[src/rtl/gpio_evt_pkg.sv]
package gpio_evt_pkg;

   localparam int unsigned GE_ADDR_W    = 12;
   localparam int unsigned GE_DATA_W    = 32;
   localparam int unsigned GE_MAX_LINES = 2;
   localparam logic [31:0] GE_REVISION  = 32'h5060_0801;

   localparam logic [11:0] OFS_REV     = 12'h000;
   localparam logic [11:0] OFS_RAW0    = 12'h024;
   localparam logic [11:0] OFS_RAW1    = 12'h028;
   localparam logic [11:0] OFS_STAT0   = 12'h02C;
   localparam logic [11:0] OFS_STAT1   = 12'h030;
   localparam logic [11:0] OFS_ENSET0  = 12'h034;
   localparam logic [11:0] OFS_ENSET1  = 12'h038;
   localparam logic [11:0] OFS_ENCLR0  = 12'h03C;
   localparam logic [11:0] OFS_ENCLR1  = 12'h040;
   localparam logic [11:0] OFS_DIR     = 12'h134;
   localparam logic [11:0] OFS_DIN     = 12'h138;
   localparam logic [11:0] OFS_DOUT    = 12'h13C;
   localparam logic [11:0] OFS_MLO     = 12'h140;
   localparam logic [11:0] OFS_MHI     = 12'h144;
   localparam logic [11:0] OFS_MRISE   = 12'h148;
   localparam logic [11:0] OFS_MFALL   = 12'h14C;
   localparam logic [11:0] OFS_OCLR    = 12'h190;
   localparam logic [11:0] OFS_OSET    = 12'h194;

   typedef enum logic [3:0] {
      SEL_NONE, SEL_REV, SEL_RAW, SEL_STAT, SEL_ENSET, SEL_ENCLR,
      SEL_DIR, SEL_DIN, SEL_DOUT, SEL_MLO, SEL_MHI, SEL_MRISE,
      SEL_MFALL, SEL_OCLR, SEL_OSET
   } reg_sel_e;

   typedef struct packed {
      reg_sel_e sel;
      logic     line;
   } reg_dec_t;

   function automatic reg_dec_t ge_decode(input logic [GE_ADDR_W-1:0] a);
      reg_dec_t d;
      d.sel  = SEL_NONE;
      d.line = 1'b0;
      case (a)
         OFS_REV:    d.sel = SEL_REV;
         OFS_RAW0:   d.sel = SEL_RAW;
         OFS_RAW1:   begin d.sel = SEL_RAW;   d.line = 1'b1; end
         OFS_STAT0:  d.sel = SEL_STAT;
         OFS_STAT1:  begin d.sel = SEL_STAT;  d.line = 1'b1; end
         OFS_ENSET0: d.sel = SEL_ENSET;
         OFS_ENSET1: begin d.sel = SEL_ENSET; d.line = 1'b1; end
         OFS_ENCLR0: d.sel = SEL_ENCLR;
         OFS_ENCLR1: begin d.sel = SEL_ENCLR; d.line = 1'b1; end
         OFS_DIR:    d.sel = SEL_DIR;
         OFS_DIN:    d.sel = SEL_DIN;
         OFS_DOUT:   d.sel = SEL_DOUT;
         OFS_MLO:    d.sel = SEL_MLO;
         OFS_MHI:    d.sel = SEL_MHI;
         OFS_MRISE:  d.sel = SEL_MRISE;
         OFS_MFALL:  d.sel = SEL_MFALL;
         OFS_OCLR:   d.sel = SEL_OCLR;
         OFS_OSET:   d.sel = SEL_OSET;
         default:    d.sel = SEL_NONE;
      endcase
      return d;
   endfunction

endpackage

[src/rtl/gpio_evt_sampler.sv]
module gpio_evt_sampler #(
   parameter int unsigned NUM_PINS    = 32,
   parameter int unsigned SYNC_STAGES = 2
) (
   input  logic                clk,
   input  logic                rst_n,
   input  logic [NUM_PINS-1:0] pin_in,
   input  logic [NUM_PINS-1:0] mask_lo,
   input  logic [NUM_PINS-1:0] mask_hi,
   input  logic [NUM_PINS-1:0] mask_rise,
   input  logic [NUM_PINS-1:0] mask_fall,
   output logic [NUM_PINS-1:0] level_q,
   output logic [NUM_PINS-1:0] event_vec
);

   localparam int unsigned LAST = SYNC_STAGES - 1;

   generate
      if (SYNC_STAGES < 2) begin : g_bad_stages
         $error("gpio_evt_sampler: SYNC_STAGES must be at least 2");
      end
   endgenerate

   logic [NUM_PINS-1:0] stage_q [SYNC_STAGES];
   logic [NUM_PINS-1:0] prev_q;
   logic [NUM_PINS-1:0] rise_raw;
   logic [NUM_PINS-1:0] fall_raw;

   generate
      for (genvar s = 0; s < SYNC_STAGES; s++) begin : g_stage
         if (s == 0) begin : g_first
            always_ff @(posedge clk or negedge rst_n) begin
               if (!rst_n) stage_q[s] <= '0;
               else        stage_q[s] <= pin_in;
            end
         end else begin : g_next
            always_ff @(posedge clk or negedge rst_n) begin
               if (!rst_n) stage_q[s] <= '0;
               else        stage_q[s] <= stage_q[s-1];
            end
         end
      end
   endgenerate

   assign level_q = stage_q[LAST];

   always_ff @(posedge clk or negedge rst_n) begin
      if (!rst_n) prev_q <= '0;
      else        prev_q <= level_q;
   end

   assign rise_raw  = level_q & ~prev_q;
   assign fall_raw  = ~level_q & prev_q;
   assign event_vec = (~level_q & mask_lo) | (level_q & mask_hi) |
                      (rise_raw & mask_rise) | (fall_raw & mask_fall);

   // an unmasked edge strobe never lasts two cycles on the same pin
   p_edge_single_r6: assert property (@(posedge clk) disable iff (!rst_n)
      1'b1 |=> ((rise_raw & $past(rise_raw)) == '0 && (fall_raw & $past(fall_raw)) == '0));

endmodule

[src/rtl/gpio_evt_line.sv]
module gpio_evt_line #(
   parameter int unsigned NUM_PINS = 32
) (
   input  logic                clk,
   input  logic                rst_n,
   input  logic [NUM_PINS-1:0] event_vec,
   input  logic                en_set_we,
   input  logic                en_clr_we,
   input  logic                stat_clr_we,
   input  logic [NUM_PINS-1:0] wdata,
   output logic [NUM_PINS-1:0] raw_q,
   output logic [NUM_PINS-1:0] en_q,
   output logic                irq
);

   logic [NUM_PINS-1:0] clr_bits;

   assign clr_bits = stat_clr_we ? wdata : '0;

   always_ff @(posedge clk or negedge rst_n) begin
      if (!rst_n) raw_q <= '0;
      else        raw_q <= (raw_q & ~clr_bits) | event_vec;
   end

   always_ff @(posedge clk or negedge rst_n) begin
      if (!rst_n)         en_q <= '0;
      else if (en_set_we) en_q <= en_q | wdata;
      else if (en_clr_we) en_q <= en_q & ~wdata;
   end

   assign irq = |(raw_q & en_q);

   // written ones appear in the enables after a set
   p_en_set_r9: assert property (@(posedge clk) disable iff (!rst_n)
      en_set_we |=> ((en_q & $past(wdata)) == $past(wdata)));

   // written ones are gone from the enables after a clear
   p_en_clr_r9: assert property (@(posedge clk) disable iff (!rst_n)
      en_clr_we |=> ((en_q & $past(wdata)) == '0));

   // without a clear write no raw bit is lost
   p_raw_hold_r7: assert property (@(posedge clk) disable iff (!rst_n)
      !stat_clr_we |=> ((raw_q & $past(raw_q)) == $past(raw_q)));

endmodule

[src/rtl/gpio_evt_ctrl.sv]
module gpio_evt_ctrl #(
   parameter int unsigned NUM_PINS = 32
) (
   input  logic                clk,
   input  logic                rst_n,
   input  logic                dir_we,
   input  logic                dout_we,
   input  logic                oset_we,
   input  logic                oclr_we,
   input  logic                mlo_we,
   input  logic                mhi_we,
   input  logic                mrise_we,
   input  logic                mfall_we,
   input  logic [NUM_PINS-1:0] wdata,
   output logic [NUM_PINS-1:0] dir_q,
   output logic [NUM_PINS-1:0] latch_q,
   output logic [NUM_PINS-1:0] mlo_q,
   output logic [NUM_PINS-1:0] mhi_q,
   output logic [NUM_PINS-1:0] mrise_q,
   output logic [NUM_PINS-1:0] mfall_q
);

   always_ff @(posedge clk or negedge rst_n) begin
      if (!rst_n)      dir_q <= '1;
      else if (dir_we) dir_q <= wdata;
   end

   always_ff @(posedge clk or negedge rst_n) begin
      if (!rst_n)       latch_q <= '0;
      else if (dout_we) latch_q <= wdata;
      else if (oset_we) latch_q <= latch_q | wdata;
      else if (oclr_we) latch_q <= latch_q & ~wdata;
   end

   always_ff @(posedge clk or negedge rst_n) begin
      if (!rst_n) begin
         mlo_q   <= '0;
         mhi_q   <= '0;
         mrise_q <= '0;
         mfall_q <= '0;
      end else begin
         if (mlo_we)   mlo_q   <= wdata;
         if (mhi_we)   mhi_q   <= wdata;
         if (mrise_we) mrise_q <= wdata;
         if (mfall_we) mfall_q <= wdata;
      end
   end

   // a set write leaves every written one high in the latch
   p_out_set_r3: assert property (@(posedge clk) disable iff (!rst_n)
      oset_we |=> ((latch_q & $past(wdata)) == $past(wdata)));

   // a clear write leaves every written one low, other bits kept
   p_out_clr_r3: assert property (@(posedge clk) disable iff (!rst_n)
      oclr_we |=> ((latch_q & $past(wdata)) == '0 &&
                   (latch_q & ~$past(wdata)) == ($past(latch_q) & ~$past(wdata))));

   // no latch write, no latch change
   p_out_hold_r3: assert property (@(posedge clk) disable iff (!rst_n)
      !(dout_we || oset_we || oclr_we) |=> $stable(latch_q));

endmodule

[src/rtl/gpio_evt_bank.sv]
module gpio_evt_bank
   import gpio_evt_pkg::*;
#(
   parameter int unsigned NUM_PINS    = 32,
   parameter int unsigned SYNC_STAGES = 2,
   parameter int unsigned IRQ_LINES   = 2
) (
   input  logic                 clk,
   input  logic                 rst_n,
   input  logic                 bus_valid,
   input  logic                 bus_write,
   input  logic [GE_ADDR_W-1:0] bus_addr,
   input  logic [GE_DATA_W-1:0] bus_wdata,
   output logic [GE_DATA_W-1:0] bus_rdata,
   input  logic [NUM_PINS-1:0]  pin_in,
   output logic [NUM_PINS-1:0]  pin_out,
   output logic [NUM_PINS-1:0]  pin_drive_n,
   output logic [IRQ_LINES-1:0] irq_out
);

   generate
      if (NUM_PINS < 1 || NUM_PINS > GE_DATA_W) begin : g_bad_pins
         $error("gpio_evt_bank: NUM_PINS must be 1 to 32");
      end
      if (IRQ_LINES < 1 || IRQ_LINES > GE_MAX_LINES) begin : g_bad_lines
         $error("gpio_evt_bank: IRQ_LINES must be 1 or 2");
      end
   endgenerate

   reg_dec_t            dec;
   logic                wr;
   logic                rd;
   logic [NUM_PINS-1:0] wd;

   logic [NUM_PINS-1:0] dir_q, latch_q, mlo_q, mhi_q, mrise_q, mfall_q;
   logic [NUM_PINS-1:0] level_q, event_vec;

   logic [GE_MAX_LINES-1:0][NUM_PINS-1:0] raw_all;
   logic [GE_MAX_LINES-1:0][NUM_PINS-1:0] en_all;
   logic [GE_MAX_LINES-1:0]               irq_all;

   assign dec = ge_decode(bus_addr);
   assign wr  = bus_valid &  bus_write;
   assign rd  = bus_valid & ~bus_write;
   assign wd  = bus_wdata[NUM_PINS-1:0];

   gpio_evt_ctrl #(.NUM_PINS(NUM_PINS)) u_ctrl (
      .clk      (clk),
      .rst_n    (rst_n),
      .dir_we   (wr && dec.sel == SEL_DIR),
      .dout_we  (wr && dec.sel == SEL_DOUT),
      .oset_we  (wr && dec.sel == SEL_OSET),
      .oclr_we  (wr && dec.sel == SEL_OCLR),
      .mlo_we   (wr && dec.sel == SEL_MLO),
      .mhi_we   (wr && dec.sel == SEL_MHI),
      .mrise_we (wr && dec.sel == SEL_MRISE),
      .mfall_we (wr && dec.sel == SEL_MFALL),
      .wdata    (wd),
      .dir_q    (dir_q),
      .latch_q  (latch_q),
      .mlo_q    (mlo_q),
      .mhi_q    (mhi_q),
      .mrise_q  (mrise_q),
      .mfall_q  (mfall_q)
   );

   gpio_evt_sampler #(.NUM_PINS(NUM_PINS), .SYNC_STAGES(SYNC_STAGES)) u_sampler (
      .clk       (clk),
      .rst_n     (rst_n),
      .pin_in    (pin_in),
      .mask_lo   (mlo_q),
      .mask_hi   (mhi_q),
      .mask_rise (mrise_q),
      .mask_fall (mfall_q),
      .level_q   (level_q),
      .event_vec (event_vec)
   );

   generate
      for (genvar l = 0; l < GE_MAX_LINES; l++) begin : g_line
         if (l < IRQ_LINES) begin : g_used
            gpio_evt_line #(.NUM_PINS(NUM_PINS)) u_line (
               .clk         (clk),
               .rst_n       (rst_n),
               .event_vec   (event_vec),
               .en_set_we   (wr && dec.sel == SEL_ENSET && dec.line == 1'(l)),
               .en_clr_we   (wr && dec.sel == SEL_ENCLR && dec.line == 1'(l)),
               .stat_clr_we (wr && dec.sel == SEL_STAT  && dec.line == 1'(l)),
               .wdata       (wd),
               .raw_q       (raw_all[l]),
               .en_q        (en_all[l]),
               .irq         (irq_all[l])
            );
         end else begin : g_absent
            assign raw_all[l] = '0;
            assign en_all[l]  = '0;
            assign irq_all[l] = 1'b0;
         end
      end
   endgenerate

   function automatic logic [GE_DATA_W-1:0] widen(input logic [NUM_PINS-1:0] v);
      logic [GE_DATA_W-1:0] w;
      w = '0;
      w[NUM_PINS-1:0] = v;
      return w;
   endfunction

   always_comb begin
      bus_rdata = '0;
      if (rd) begin
         case (dec.sel)
            SEL_REV:   bus_rdata = GE_REVISION;
            SEL_RAW:   bus_rdata = widen(raw_all[dec.line]);
            SEL_STAT:  bus_rdata = widen(raw_all[dec.line] & en_all[dec.line]);
            SEL_ENSET,
            SEL_ENCLR: bus_rdata = widen(en_all[dec.line]);
            SEL_DIR:   bus_rdata = widen(dir_q);
            SEL_DIN:   bus_rdata = widen(level_q);
            SEL_DOUT:  bus_rdata = widen(latch_q);
            SEL_MLO:   bus_rdata = widen(mlo_q);
            SEL_MHI:   bus_rdata = widen(mhi_q);
            SEL_MRISE: bus_rdata = widen(mrise_q);
            SEL_MFALL: bus_rdata = widen(mfall_q);
            default:   bus_rdata = '0;
         endcase
      end
   end

   assign pin_out     = latch_q;
   assign pin_drive_n = dir_q;
   assign irq_out     = irq_all[IRQ_LINES-1:0];

   // a direction write shows on the pad enables in the next cycle
   p_dir_write_r2: assert property (@(posedge clk) disable iff (!rst_n)
      (wr && dec.sel == SEL_DIR) |=> (pin_drive_n == $past(wd)));

endmodule

[config.mk]
export PLATFORM = sky130hd
export DESIGN_NAME = gpio_evt_bank
export DESIGN_NICKNAME = d
export VERILOG_FILES = /design/src/rtl/gpio_evt_pkg.sv /design/src/rtl/gpio_evt_sampler.sv /design/src/rtl/gpio_evt_line.sv /design/src/rtl/gpio_evt_ctrl.sv /design/src/rtl/gpio_evt_bank.sv
export SDC_FILE = /design/constraint.sdc
export NUM_CORES = 1
export LEC_CHECK = 0
export BUFFER_PORTS_ARGS = -buffer_cell sky130_fd_sc_hd__buf_2
export CORE_MARGIN = 2
export CORE_UTILIZATION = 60
export CTS_BUF_LIST = sky130_fd_sc_hd__clkbuf_16
export CTS_CLUSTER_DIAMETER = 150
export CTS_CLUSTER_SIZE = 20
export DETAILED_ROUTE_END_ITERATION = 8
export PLACE_DENSITY = 0.8
export SLEW_MARGIN = 5
export SYNTH_ARGS = -nofsm -noshare
export SYNTH_HDL_FRONTEND = slang
export SYNTH_SLANG_ARGS = --single-unit
[constraint.sdc]
create_clock -name clk -period 2.9 [get_ports clk]
set_input_delay 0.145 -clock clk [delete_from_list [all_inputs] [get_ports clk]]
set_output_delay 0.145 -clock clk [all_outputs]
set_load 0.005 [all_outputs]
==> reports/results.txt <==
Outcome: finished, final reports clean
Number of global-route vias before repair: 15,590
Hold Crit Class: in2async
Endpoint type of the worst setup path: output pin
Die extent in y: 185.4 um
IO buf count: 177
Final Slew Violations: 0
DRC viols: 0
Layout Nets: 1,977
Max cap viols: 0
Final Worst Setup Slack: 0.1446 ns
First-pass GRT wire length: 88.56 mm
Crit path launch: bus_addr[3]
Post-layout min period: 2.755 ns
Area contributors post-synth: dfrtp_1, mux2_2, dfstp_2
PD cells: 443.7 nW/um^2
Layout cells sized above 1: 0.3192
Setup_tns: 0 ns
First-pass iteration count of the detailed router: 6
Clk buf depth: 3
Clk sinks: 416
# setup viols final: 0
EDFF count, synth: 0
Area Overhead vs Synth: 15.79%
Final antenna diode count: 0
Final Skew: 0.01058 ns
Final hold slack: 0.1586 ns
Ports: 178
Async SR Flop Fraction: 1.000
DP Wirelength: 37.17 mm
Cts bufs inserted: 24
Fmax: 362.9 MHz
Cells after synthesis: 1,693
Die footprint: 34,370 um^2
Vias per Instance: 6.650
Worst-path clk slew: 0.09 ns
Remaining antenna violation count after routing: 0
Crit-path max FO: 32
CP Class: in2out
Worst r2r src: u_ctrl.mfall_q[22]$_DFFE_PN0P_
Sequential area share after synthesis: 0.5293
Worst R2R End: g_line[0].g_used.u_line.raw_q[22]$_DFF_PN0_
Most common cell in the netlist: dfrtp_1
Largest area contributor in the netlist: dfrtp_1
CTS tree: built
Initial DRC count: 1,643
Worst path arrival time: 2.61 ns
Worst vdd ir: 0.4483 mV
Root Driver: clkbuf_16
Req. time, crit path: 2.76 ns
Slew HR: 0.2349
Final hold viol count: 0
Routability congestion estimate from global placement: 0.9021
Util after Layout: 0.7044
Crit share post-route: 0.9502
Synth Register Bits: 416
H-tree levels: 1
Ys Warns: 0
Main flop type after synthesis: dfrtp_1
Post-CTS Setup Bufs: 0
DP Cell Count: 2,248
Largest net degree at the start of global routing: 85
Placement row count: 66
Starting Density: 0.6084
Leak: 0.01044 uW
Slew @ Worst Pin: 1.145 ns
Crit start category: input port
Reg2reg path depth: 3
Initial antenna violation count: 1
Setup slack, reg-to-reg: 1.74 ns
RSZ-0062 raised after global routing: false
Post-synth top cells: dfrtp_1, mux2_2, nand2_1, a21oi_1, clkbuf_1
Synth Cell Area: 19,740 um^2
Yosys cell types: 55
Total grt overflow: 0
Average size of a mapped cell: 11.66 um^2
Finished Layout Cells: 2,356
Core area: 32,450 um^2
Die Wd: 185.4 um
Routed via count: 15,670
Final wirelength: 57.86 mm
Syn Nets: 1,773
Insertion delay to the later sink of the worst-skew pair: 0.56 ns
Total GRT Usage: 0.3364
Top cell type's share of synthesized area: 0.4867
Place WS: 0.1471 ns
Avg WL per Cell: 24.56 um
[metal layers]
layer | up-vias | global-route usage | wire, um
met5 | - | 0 | 13
met4 | 2 | 0.1257 | 2050
met3 | 156 | 0.06311 | 5722
met2 | 894 | 0.5273 | 27000
met1 | 7894 | 0.4698 | 23080
li1 | 6722 | - | -
[report_power, final]
group          switching [uW]  internal [uW]
sequential               54.0           5870
combinational             424            224
clock                    1920           1650
total                    2400           7750
[logic make-up (layout without fill, tap and decap cells)]
logic type	Yosys count	in the layout	share of synthesized area
XOR/XNOR	2	2	0.0008874
buffers and inverters	176	397	0.03542
multiplexers	318	318	0.1940
flip-flops	416	416	0.5293
AND/OR/NAND/NOR	313	313	0.07326
AO/OA/AOI/OAI	468	468	0.1671
[final cells by class]
type / instances / area (um^2)
well taps: 442 / 553.0
repair buffers: 320 / 2302
fillers: 2290 / 9592
clock buffers: 25 / 625.6
flip-flops and latches: 416 / 10450
clock inverters: 18 / 93.84
inverters: 34 / 127.6
multi-input cells: 1101 / 8710
[worst max-delay path, cell delays in order]
cell	delay (ns)
buf_2	0.17
or4_1	0.58
nor3_1	0.24
a22oi_1	0.20
a211oi_1	0.43
o311ai_4	0.13
buf_12	0.21
a31oi_1	0.30
buf_2	0.19
[stage by stage]
step | cell area [um^2] | power [uW]
detailed placement | 21480 | 6607
CTS | 22850 | 10170
global route | 22860 | 10480
floorplan | 19740 | 6277
finish | 22860 | 10140
global placement | 21480 | 6592
[worst max path at each step]
| stage | to | slack [ns] | cells after the start |
|---|---|---|---|
| after floorplan | bus_rdata[10] | 0.66 | 6 |
| after global placement | register | 0.21 | 7 |
| after detailed placement | register | 0.15 | 7 |
| after CTS | bus_rdata[16] | 0.17 | 10 |
| after global routing | bus_rdata[16] | 0.05 | 9 |
| final | bus_rdata[16] | 0.14 | 9 |
[placed cells by master, fill, tap and decap left out, drive strengths merged, types with 27 or more instances in the layout]
master and count:
a22o 34, o22a 27, dlygate4sd3 65, mux2 258
mux2i 34, dfrtp 384, dfstp 32, nand3 75
a21o 96, a31oi 59, nand2 173, buf 255
a211oi 38, a21oi 138, a222oi 32, inv 51
[timing repair]
item	CTS	global route
hold endpoints to repair	262	0
resized for setup	0	2
hold buffers	65	0
endpoints found under the setup margin	0	1
Power figures use the tool's default switching activity.
